## src/rtl/srtx_pkg.sv

```systemverilog
package srtx_pkg;
  typedef enum logic [2:0] {
    SRC_IDLE  = 3'd0,
    SRC_PRE   = 3'd1,
    SRC_REAL  = 3'd2,
    SRC_SCRAM = 3'd3,
    SRC_JAM   = 3'd4
  } src_sel_e;

  // Priority: idle, then jam, then scramble (data phase only), then real data
  function automatic src_sel_e pick_src(input logic active, input logic jam,
                                        input logic scram, input logic data_ph,
                                        input logic pass_now);
    if (!active)               return SRC_IDLE;
    else if (jam)              return SRC_JAM;
    else if (data_ph && scram) return SRC_SCRAM;
    else if (data_ph || pass_now) return SRC_REAL;
    else                       return SRC_PRE;
  endfunction

  function automatic logic drive_bit(input src_sel_e sel, input logic rx_bit,
                                     input logic gen_bit, input logic prbs_bit);
    case (sel)
      SRC_PRE, SRC_JAM: return gen_bit;
      SRC_REAL:         return rx_bit;
      SRC_SCRAM:        return prbs_bit;
      default:          return 1'b0;
    endcase
  endfunction
endpackage

```

## src/rtl/srtx_pattern_gen.sv

```systemverilog
module srtx_pattern_gen #(
  parameter int LFSR_W = 15,
  parameter int TAP_A  = 15,
  parameter int TAP_B  = 14,
  parameter logic [LFSR_W-1:0] SEED = 15'h1D3B
) (
  input  logic clk,
  input  logic rst_n,
  input  logic active,
  output logic gen_bit,
  output logic prbs_bit
);
  logic              alt_q;
  logic [LFSR_W-1:0] lfsr_q;
  logic              fb;

  assign fb       = lfsr_q[TAP_A-1] ^ lfsr_q[TAP_B-1];
  assign gen_bit  = alt_q;
  assign prbs_bit = lfsr_q[LFSR_W-1];

  always_ff @(posedge clk or negedge rst_n) begin
    if (!rst_n) begin
      alt_q  <= 1'b1;
      lfsr_q <= SEED;
    end else if (!active) begin
      alt_q  <= 1'b1;
      lfsr_q <= SEED;
    end else begin
      alt_q  <= ~alt_q;
      lfsr_q <= {lfsr_q[LFSR_W-2:0], fb};
    end
  end

  p_alt_toggles_r2: assert property (@(posedge clk) disable iff (!rst_n)
    active |=> (!active || gen_bit != $past(gen_bit)));
  p_prbs_live_r8: assert property (@(posedge clk) disable iff (!rst_n)
    lfsr_q != '0);
endmodule

```

## src/rtl/srtx_sfd_det.sv

```systemverilog
module srtx_sfd_det #(
  parameter int SFD_W = 8,
  parameter logic [SFD_W-1:0] SFD_PAT = 8'hAB
) (
  input  logic clk,
  input  logic rst_n,
  input  logic active,
  input  logic rx_bit,
  output logic sfd_hit,
  output logic data_ph
);
  logic [SFD_W-2:0] hist_q;

  assign sfd_hit = active && !data_ph && ({hist_q, rx_bit} == SFD_PAT);

  always_ff @(posedge clk or negedge rst_n) begin
    if (!rst_n) begin
      hist_q  <= '0;
      data_ph <= 1'b0;
    end else if (!active) begin
      hist_q  <= '0;
      data_ph <= 1'b0;
    end else begin
      hist_q  <= {hist_q[SFD_W-3:0], rx_bit};
      if (sfd_hit) data_ph <= 1'b1;
    end
  end

  p_phase_after_sfd_r3: assert property (@(posedge clk) disable iff (!rst_n)
    sfd_hit |=> data_ph);
  p_phase_clear_r10: assert property (@(posedge clk) disable iff (!rst_n)
    !active |=> !data_ph);
endmodule

```

## src/rtl/srtx_cause_latch.sv

```systemverilog
module srtx_cause_latch #(
  parameter int NUM_PORTS = 4
) (
  input  logic                 clk,
  input  logic                 rst_n,
  input  logic                 active,
  input  logic [NUM_PORTS-1:0] secure_en,
  input  logic [NUM_PORTS-1:0] dst_miss,
  input  logic                 src_chk_en,
  input  logic                 src_miss,
  input  logic                 coll,
  input  logic                 fifo_err,
  output logic [NUM_PORTS-1:0] dst_f,
  output logic                 src_f,
  output logic                 jam_f
);
  always_ff @(posedge clk or negedge rst_n) begin
    if (!rst_n) begin
      dst_f <= '0;
      src_f <= 1'b0;
      jam_f <= 1'b0;
    end else if (!active) begin
      dst_f <= '0;
      src_f <= 1'b0;
      jam_f <= 1'b0;
    end else begin
      dst_f <= dst_f | (dst_miss & secure_en);
      src_f <= src_f | (src_miss & src_chk_en);
      jam_f <= jam_f | coll | fifo_err;
    end
  end

  p_jam_set_r9: assert property (@(posedge clk) disable iff (!rst_n)
    active && (coll || fifo_err) |=> jam_f);
  p_src_gated_r7: assert property (@(posedge clk) disable iff (!rst_n)
    active && !src_f && !src_chk_en |=> !src_f);
  p_flags_clear_r10: assert property (@(posedge clk) disable iff (!rst_n)
    !active |=> (!jam_f && !src_f && dst_f == '0));
endmodule

```

## src/rtl/srtx_selector.sv

```systemverilog
module srtx_selector
  import srtx_pkg::*;
#(
  parameter int NUM_PORTS = 4,
  parameter int LFSR_W    = 15,
  parameter logic [LFSR_W-1:0] LFSR_SEED = 15'h1D3B
) (
  input  logic                 clk,
  input  logic                 rst_n,
  input  logic                 rx_en,
  input  logic                 rx_data,
  input  logic [NUM_PORTS-1:0] secure_en,
  input  logic [NUM_PORTS-1:0] dst_miss,
  input  logic                 src_chk_en,
  input  logic                 src_miss,
  input  logic                 coll,
  input  logic                 fifo_err,
  output logic                 tx_en,
  output logic [NUM_PORTS-1:0] tx_data,
  output logic                 bus_en,
  output logic                 bus_data
);
  logic                 gen_bit, prbs_bit, sfd_hit, data_ph, src_f, jam_f;
  logic [NUM_PORTS-1:0] dst_f;
  logic [NUM_PORTS-1:0] port_nxt;
  src_sel_e             bus_sel;

  srtx_pattern_gen #(.LFSR_W(LFSR_W), .TAP_A(LFSR_W), .TAP_B(LFSR_W-1),
                     .SEED(LFSR_SEED)) u_gen (
    .clk(clk), .rst_n(rst_n), .active(rx_en),
    .gen_bit(gen_bit), .prbs_bit(prbs_bit));

  srtx_sfd_det u_sfd (
    .clk(clk), .rst_n(rst_n), .active(rx_en), .rx_bit(rx_data),
    .sfd_hit(sfd_hit), .data_ph(data_ph));

  srtx_cause_latch #(.NUM_PORTS(NUM_PORTS)) u_cause (
    .clk(clk), .rst_n(rst_n), .active(rx_en),
    .secure_en(secure_en), .dst_miss(dst_miss),
    .src_chk_en(src_chk_en), .src_miss(src_miss),
    .coll(coll), .fifo_err(fifo_err),
    .dst_f(dst_f), .src_f(src_f), .jam_f(jam_f));

  for (genvar p = 0; p < NUM_PORTS; p++) begin : g_port
    src_sel_e sel;
    assign sel = pick_src(rx_en, jam_f, dst_f[p] | src_f, data_ph, sfd_hit);
    assign port_nxt[p] = drive_bit(sel, rx_data, gen_bit, prbs_bit);
  end

  // Bus forwards received bits even before the delimiter; only source
  // mismatch or jam alters it.
  assign bus_sel = pick_src(rx_en, jam_f, src_f, data_ph, 1'b1);

  always_ff @(posedge clk or negedge rst_n) begin
    if (!rst_n) begin
      tx_en    <= 1'b0;
      tx_data  <= '0;
      bus_en   <= 1'b0;
      bus_data <= 1'b0;
    end else begin
      tx_en    <= rx_en;
      tx_data  <= port_nxt;
      bus_en   <= rx_en;
      bus_data <= drive_bit(bus_sel, rx_data, gen_bit, prbs_bit);
    end
  end

  p_idle_quiet_r1: assert property (@(posedge clk) disable iff (!rst_n)
    !rx_en |=> (!tx_en && tx_data == '0 && !bus_en && !bus_data));
  p_real_pass_r4: assert property (@(posedge clk) disable iff (!rst_n)
    rx_en && data_ph && !jam_f && !src_f && !dst_f[0] |=> tx_data[0] == $past(rx_data));
  p_bus_keeps_dst_r6: assert property (@(posedge clk) disable iff (!rst_n)
    rx_en && data_ph && !jam_f && !src_f |=> bus_data == $past(rx_data));
  p_src_all_r7: assert property (@(posedge clk) disable iff (!rst_n)
    rx_en && data_ph && src_f && !jam_f |=> tx_data == {NUM_PORTS{bus_data}});
  p_jam_all_r9: assert property (@(posedge clk) disable iff (!rst_n)
    rx_en && jam_f |=> tx_data == {NUM_PORTS{bus_data}});
endmodule

```

## config.mk

```make
export PLATFORM = sky130hd
export DESIGN_NAME = srtx_selector
export DESIGN_NICKNAME = d
export VERILOG_FILES = /design/src/rtl/srtx_pkg.sv /design/src/rtl/srtx_pattern_gen.sv /design/src/rtl/srtx_sfd_det.sv /design/src/rtl/srtx_cause_latch.sv /design/src/rtl/srtx_selector.sv
export SDC_FILE = /design/constraint.sdc
export NUM_CORES = 1
export LEC_CHECK = 0
export ABC_AREA = 1
export BUFFER_PORTS_ARGS = -buffer_cell sky130_fd_sc_hd__buf_4
export CAP_MARGIN = 5
export CORE_UTILIZATION = 54
export CTS_CLUSTER_SIZE = 12
export DETAILED_ROUTE_END_ITERATION = 6
export GPL_TIMING_DRIVEN = 0
export PLACE_DENSITY = 0.77
export RECOVER_POWER = 50
export SYNTH_ARGS = -nofsm -noshare
export SYNTH_HDL_FRONTEND = slang
export SYNTH_SLANG_ARGS = --single-unit
```

## constraint.sdc

```tcl
create_clock -name clk -period 1.15 [get_ports clk]
set_input_delay 0.1725 -clock clk [delete_from_list [all_inputs] [get_ports clk]]
set_output_delay 0.1725 -clock clk [all_outputs]
set_load 0.05 [all_outputs]
```

==> flow_metrics.tcl, run 1 <==
set metrics [dict create \
    top_usage_layer "met2" \
    maxCapViolCount 0 \
    max_freq_mhz 837 \
    synth_cells 147 \
    synthDistinctLibCells 23 \
    synth-seq-cells 36 \
    grt.met2_usage 0.379 \
    power.total_mw 2.44 \
    cts_tree "built" \
    syn_nets 163 \
    tightest_slew_ns 0.823 \
    seqPwrFrac 0.563 \
    critPathRequiredTime_ns 0.98 \
    cts_buffer_depth 2 \
    wirelength_um 2520 \
    slew_headroom 0.451 \
    worstPathArrival_ns 1.02 \
    final_util 0.708 \
    drv_slew 0 \
    drtIter0Drc 17 \
    hold_viol 0 \
    dp_hpwl_um 1750 \
    worstHoldPathType "in -> reg" \
    rsz0062_at_grt "true" \
    num_vias 1019 \
    synth_top_area_frac 0.444 \
    grt_use_met3 0.0650 \
    synth-compound-area-share 0.0666 \
    synth_commonest_cells "nand2_1 (37), dfrtp_1 (26), inv_1 (24)" \
    cts_buffers 5 \
    worstSkewPairLatency_ns 0.34 \
    yosysSeqAreaShare 0.623 \
    synth-adder-area-share 0 \
    internal-power_mw 1.82 \
    worstSetupEndpointType "output pin" \
    crit_fanout 2 \
    cts_max_level 2 \
    rows 18 \
    ys_warn_count 0 \
    synth-simple-area-share 0.224 \
    routedWlPerCell_um 12.0 \
    top_level_ports 23 \
    io_buffers 22 \
    switchingPower_mw 0.620 \
    clockPowerShare 0.307 \
    vias_per_cell 4.85 \
    status "finished, violations left" \
    grt-ovfl-total 0 \
    synth.area.mux_share 0 \
    antenna_cells 0 \
    grt_max_degree 37 \
    slowest_stage "dfrtp_1" \
    antenna_left 0 \
    use_met1 0.228 \
    synth_xor_area_frac 0 \
    yosys-top-cells-area "dfrtp_1 (44%), dfstp_2 (18%), nand2_1 (9.5%), inv_1 (6.1%), a21oi_1 (3.8%)" \
    synth_area_um2 1470 \
    track_usage 0.216 \
    criticalPathCategory "reg -> out" \
    grt_pass1_wl_um 4230 \
    cts.sinks 36 \
    powerDensity_nw_per_um2 1370 \
    period_share 1.04 \
    fin_ws_ns -0.0446 \
    drive_gt1_frac 0.333 \
    ir_worst_vdd_mv 1.09 \
    synth_top_family_by_area "simple AND/OR/NAND/NOR gates" \
    core_area_um2 2520 \
    gp_congestion 0.861 \
    die_y_um 54.1 \
    finClkSkew_ns 0.0164 \
    drc 0 \
    area_growth_pct 21.8 \
    critPathLaunchType "flip-flop" \
    die_w_um 54.1 \
    cts_root_buf "clkbuf_4" \
    yosys.area.top_type "dfrtp_1" \
    p_leak_nw 0.933 \
    setup_viol 2 \
    cp_top_family "flip-flops" \
    post-synth-top-count-cell "nand2_1" \
    grt_antenna_before_repair 0 \
    postSynthAreaPerCell_um2 9.98 \
    nets 195 \
    synth-async-reset-ratio 1.00 \
    initial_utilization 0.581 \
    violations "setup timing" \
    critPathMaxStageDelay_ns 0.42 \
    synthFlopType "dfrtp_1" \
    path_cells "buf_6, buf_8" \
    synth_edf_count 0 \
    clk_pin_slew_ns 0.11 \
    die_area_um2 2930 \
    period_needed_ns 1.19 \
    sw_frac_of_total 0.254 \
    path_buf_inv 2 \
    dr.pass1.iters 4 \
    power_frac_comb 0.131 \
    grt_pass1_vias 1031 \
]
[final timing paths]
kind | slack, ns | cells past startpoint | from | to
min | 0.05 | 3 | rx_data | u_sfd.hist_q[0]$_DFF_PN0_
max | -0.04 | 2 | bus_en$_DFF_PN0_ | tx_en
max in group asynchronous | 0.18 | 2 | rst_n | u_gen.lfsr_q[2]$_DFF_PN0_
min in group asynchronous | 0.44 | 2 | rst_n | u_sfd.hist_q[4]$_DFF_PN0_
max reg2reg | -0.02 | 6 | u_cause.jam_f$_DFF_PN0_ | tx_data[0]$_DFF_PN0_
min reg2reg | 0.44 | 2 | u_gen.lfsr_q[6]$_DFF_PN0_ | u_gen.lfsr_q[7]$_DFF_PN0_
[worst min-delay path: stages]
cell and delay [ns]:
buf_4 0.11, nand2_1 0.05, inv_1 0.04
[cell usage in the layout, fill, tap and decap left out, drive strengths merged]
cell / count
a21oi: 13
inv: 26
nand3: 11
or2: 8
dfrtp: 26
nand2: 40
clkbuf: 13
dlygate4sd3: 2
nor3: 1
nor2: 5
buf: 22
dfstp: 10
o31ai: 1
o21ai: 2
[kinds of logic (layout without fill, tap and decap cells)]
group                  after synthesis  count (layout)
AND/OR/NAND/NOR                     65              65
flip-flops                          36              36
buffers and inverters               30              63
AO/OA/AOI/OAI                       16              16
[through the flow]
step	setup WS (ns)	setup TNS [ns]	hold WS, ns	cells	instance area (um^2)
after global placement	0.0216	0	0.140	199	1670
after detailed placement	-0.0132	-0.0181	0.147	199	1670
after floorplan	0.0870	0	-0.123	147	1470
final	-0.0446	-0.0653	0.0543	210	1790
after global routing	-0.135	-1.54	0.0666	210	1790
after CTS	-0.0419	-0.0436	0.0469	210	1790
[routing by layer]
| metal | share of wire | wire (um) |
|---|---|---|
| met5 | 0 | 0 |
| met4 | 0.023 | 59 |
| met2 | 0.50 | 1270 |
| met3 | 0.044 | 112 |
| met1 | 0.43 | 1070 |
[sequential cells by signal (all words and copies together), names as in the netlist, 4 cells and up]
| name | count |
|---|---|
| tx_data | 4 |
| u_gen.lfsr_q | 15 |
| u_sfd.hist_q | 7 |
| u_cause.dst_f | 4 |
[power groups by stage]
stage | clock network, mW | logic (mW) | registers, mW
after global placement | 0 | 0.302 | 1.40
after floorplan | 0 | 0.125 | 1.46
after global routing | 0.820 | 0.357 | 1.38
final | 0.749 | 0.319 | 1.38
after detailed placement | 0 | 0.312 | 1.40
after CTS | 0.770 | 0.326 | 1.38
[timing repair]
action | CTS | global route
setup endpoints to repair | 5 | 6
hold buffers | 2 | 0
gates resized for setup | 6 | 2
hold endpoints to repair | 27 | 0
buffers inserted | 1 | 0
pin swaps | 1 | 0
cloned | 0 | 0
[final cells by class]
cell class	count	area, um^2
plain buffers	4	23.8
clock buffers	8	68.8
well taps	30	37.5
inverters	26	97.6
repair buffers	25	198
multi-input cells	81	447
flip-flops and latches	36	913
fillers	194	737
No activity file was read; power rests on OpenSTA's default activity.
==> run 2: changes to the inputs <==
--- a/config.mk
+++ b/config.mk
@@ -5,9 +5,9 @@
 export SDC_FILE = /design/constraint.sdc
 export NUM_CORES = 1
 export LEC_CHECK = 0
-export ABC_AREA = 1
 export BUFFER_PORTS_ARGS = -buffer_cell sky130_fd_sc_hd__buf_4
 export CAP_MARGIN = 5
+export CORE_MARGIN = 5
 export CORE_UTILIZATION = 54
 export CTS_CLUSTER_SIZE = 12
 export DETAILED_ROUTE_END_ITERATION = 6
==> run 2 against run 1 <==
The flow still finishes with violations (setup timing). Synthesized cell count is 31% lower. Combinational power shrank 13%. Clock-buffer cell count is the same. Via count is 16% lower. Routed wire length is 4.5% lower. Highest routed layer unchanged. Non-clock buffer count increased by 1. Largest cell class unchanged. Die area up 28%.
==> flow_metrics.tcl, run 2 <==
set metrics [dict create \
    final_common_cell "dfrtp_1" \
    period_share 1.05 \
    track_usage 0.156 \
    grt_pass1_vias 904 \
    routedWlPerCell_um 14.6 \
    vias_per_cell 5.16 \
    violations "setup timing" \
    cts_tree "built" \
    synthDistinctLibCells 26 \
    syn_nets 118 \
    worstHoldPathType "in -> reg" \
    rows 18 \
    antenna_left 0 \
    synth_cells 102 \
    die_y_um 61.1 \
    critPathLaunchType "flip-flop" \
    worstSetupEndpointType "flip-flop" \
    switchingPower_mw 0.579 \
    status "finished, violations left" \
    slew_headroom 0.443 \
    crit_fanout 4 \
    criticalPathCategory "reg -> reg" \
    hold_path.startpoint "fifo_err" \
    drive_gt1_frac 0.370 \
    layout_common_cells "dfrtp_1 (25), buf_4 (19), dfstp_2 (10)" \
    dr.pass1.iters 4 \
    synthFlopType "dfrtp_1" \
    max_freq_mhz 826 \
    post-synth-top-count-cell "dfrtp_1" \
    ys_warn_count 0 \
    die_w_um 61.1 \
    postSynthAreaPerCell_um2 13.8 \
    clockPowerShare 0.291 \
    whs_ns 0.0568 \
    die_area_um2 3740 \
    sw_frac_of_total 0.246 \
    yosysSeqAreaShare 0.647 \
    synth-async-reset-ratio 1.00 \
    cts_max_level 2 \
    grt_pass1_wl_um 4040 \
    worstPathArrival_ns 1.43 \
    antenna_cells 0 \
    p_leak_nw 0.776 \
    grt-ovfl-total 0 \
    setup_viol 5 \
    wirelength_um 2410 \
    critical_path.startpoint "u_sfd.hist_q[5]$_DFF_PN0_" \
    nets 150 \
    largest_reg_flops 15 \
    placedCellCount 154 \
    gp_congestion 0.694 \
    cts.sinks 36 \
    io_buffers 22 \
    cts_root_buf "clkbuf_4" \
    grt_antenna_before_repair 0 \
    yosys.area.top_type "dfrtp_1" \
    worstReg2RegStart "u_sfd.hist_q[5]$_DFF_PN0_" \
    maxCapViolCount 0 \
    top_register "u_gen.lfsr_q" \
    synth_commonest_cells "dfrtp_1 (26), and2_1 (13), dfstp_2 (10)" \
    critPathRequiredTime_ns 1.37 \
    powerDensity_nw_per_um2 1350 \
    core_area_um2 2500 \
    rsz0062_at_grt "true" \
    synth_top_area_frac 0.461 \
    internal-power_mw 1.77 \
    finClkSkew_ns 0.0159 \
    power_frac_comb 0.119 \
    layout_top_registers "u_gen.lfsr_q (15), u_sfd.hist_q (7)" \
    period_needed_ns 1.21 \
    drtIter0Drc 27 \
    synth_area_um2 1410 \
    num_vias 852 \
    area_growth_pct 23.5 \
    yosys-top-cells-area "dfrtp_1 (46%), dfstp_2 (19%), and2_1 (5.8%), nand2b_1 (4.0%), mux2i_1 (2.8%)" \
    drv_slew 0 \
    cts_buffers 5 \
    initial_utilization 0.565 \
    drc 0 \
    final_cells 165 \
    worstSkewPairLatency_ns 0.34 \
    synth-seq-cells 36 \
    fin_ws_ns -0.0610 \
    dp_hpwl_um 1570 \
    dp_slack_ns -0.0986 \
    ir_worst_vdd_mv 1.08 \
    cts_buffer_depth 2 \
    synth_edf_count 0 \
    tightest_slew_ns 0.835 \
    hold_viol 0 \
    grt_max_degree 37 \
    seqPwrFrac 0.590 \
    clk_pin_slew_ns 0.10 \
    top_level_ports 23 \
]
[run 2: layout make-up]
type / instances / area, um^2
Multi-Input combinational cell: 61 / 500
Tap cell: 30 / 37.5
Sequential cell: 36 / 915
Buffer: 5 / 33.8
Clock buffer: 8 / 58.8
Fill cell: 179 / 757
Timing Repair Buffer: 25 / 198
[run 2: metrics by stage]
| step | utilization | power [mW] | area [um^2] | setup TNS [ns] |
|---|---|---|---|---|
| after floorplan | - | 1.55 | 1410 | 0 |
| after global placement | 0.646 | 1.67 | 1610 | -0.213 |
| after detailed placement | 0.646 | 1.68 | 1610 | -0.318 |
| after CTS | 0.694 | 2.39 | 1740 | -0.226 |
| after global routing | 0.697 | 2.48 | 1740 | -0.595 |
| final | 0.697 | 2.35 | 1740 | -0.229 |
[run 2: worst paths after layout]
path / cells past startpoint / end / slack [ns]
setup / recovery: 3 / tx_data[1]$_DFF_PN0_ / -0.06
hold / removal: 2 / u_cause.jam_f$_DFF_PN0_ / 0.06
setup reg to reg: 3 / tx_data[1]$_DFF_PN0_ / -0.06
hold reg to reg: 1 / u_gen.lfsr_q[3]$_DFF_PN1_ / 0.44
max in group asynchronous: 2 / u_cause.src_f$_DFF_PN0_ / 0.11
min in group asynchronous: 2 / tx_data[0]$_DFF_PN0_ / 0.46
[run 2: timing repair]
item / in CTS / in global routing
hold endpoints to repair: 27 / 0
resized for setup: 7 / 4
endpoints found under the setup margin: 6 / 7
pin swaps: 2 / 1
hold buffers: 2 / 0
setup buffers: 1 / 0
[run 2: power by group through the flow]
stage          clock network (mW)  logic [mW]  registers, mW
2_1_floorplan                   0      0.0935           1.46
3_3_place_gp                    0       0.269           1.40
3_5_place_dp                    0       0.275           1.41
4_1_cts                     0.714       0.287           1.39
5_1_grt                     0.780       0.303           1.40
6_report                    0.683       0.279           1.39
[run 2: cell families (layout without fill, tap and decap cells)]
family	Yosys count	after routing	synth area share
xor gates and xnor gates	1	1	0.00621
muxes	4	4	0.0284
AOI/OAI and AO/OA	14	14	0.0638
buffers and inverters	5	38	0.0186
DFF	36	36	0.647
and+or+nand+nor	42	42	0.236
[run 2: metal layers]
metal,vias to the layer above,global-route usage,part of all wire
met1,415,0.189,0.44
met5,-,0,0
met2,19,0.248,0.47
met4,0,0.0557,0.018
met3,7,0.0692,0.067
li1,411,-,-
[run 2: critical path: stages, from the launching register on]
cell and delay [ns]:
dfrtp_1 0.38, nand4bb_4 0.25, nor4b_4 0.36, o21ai_1 0.12
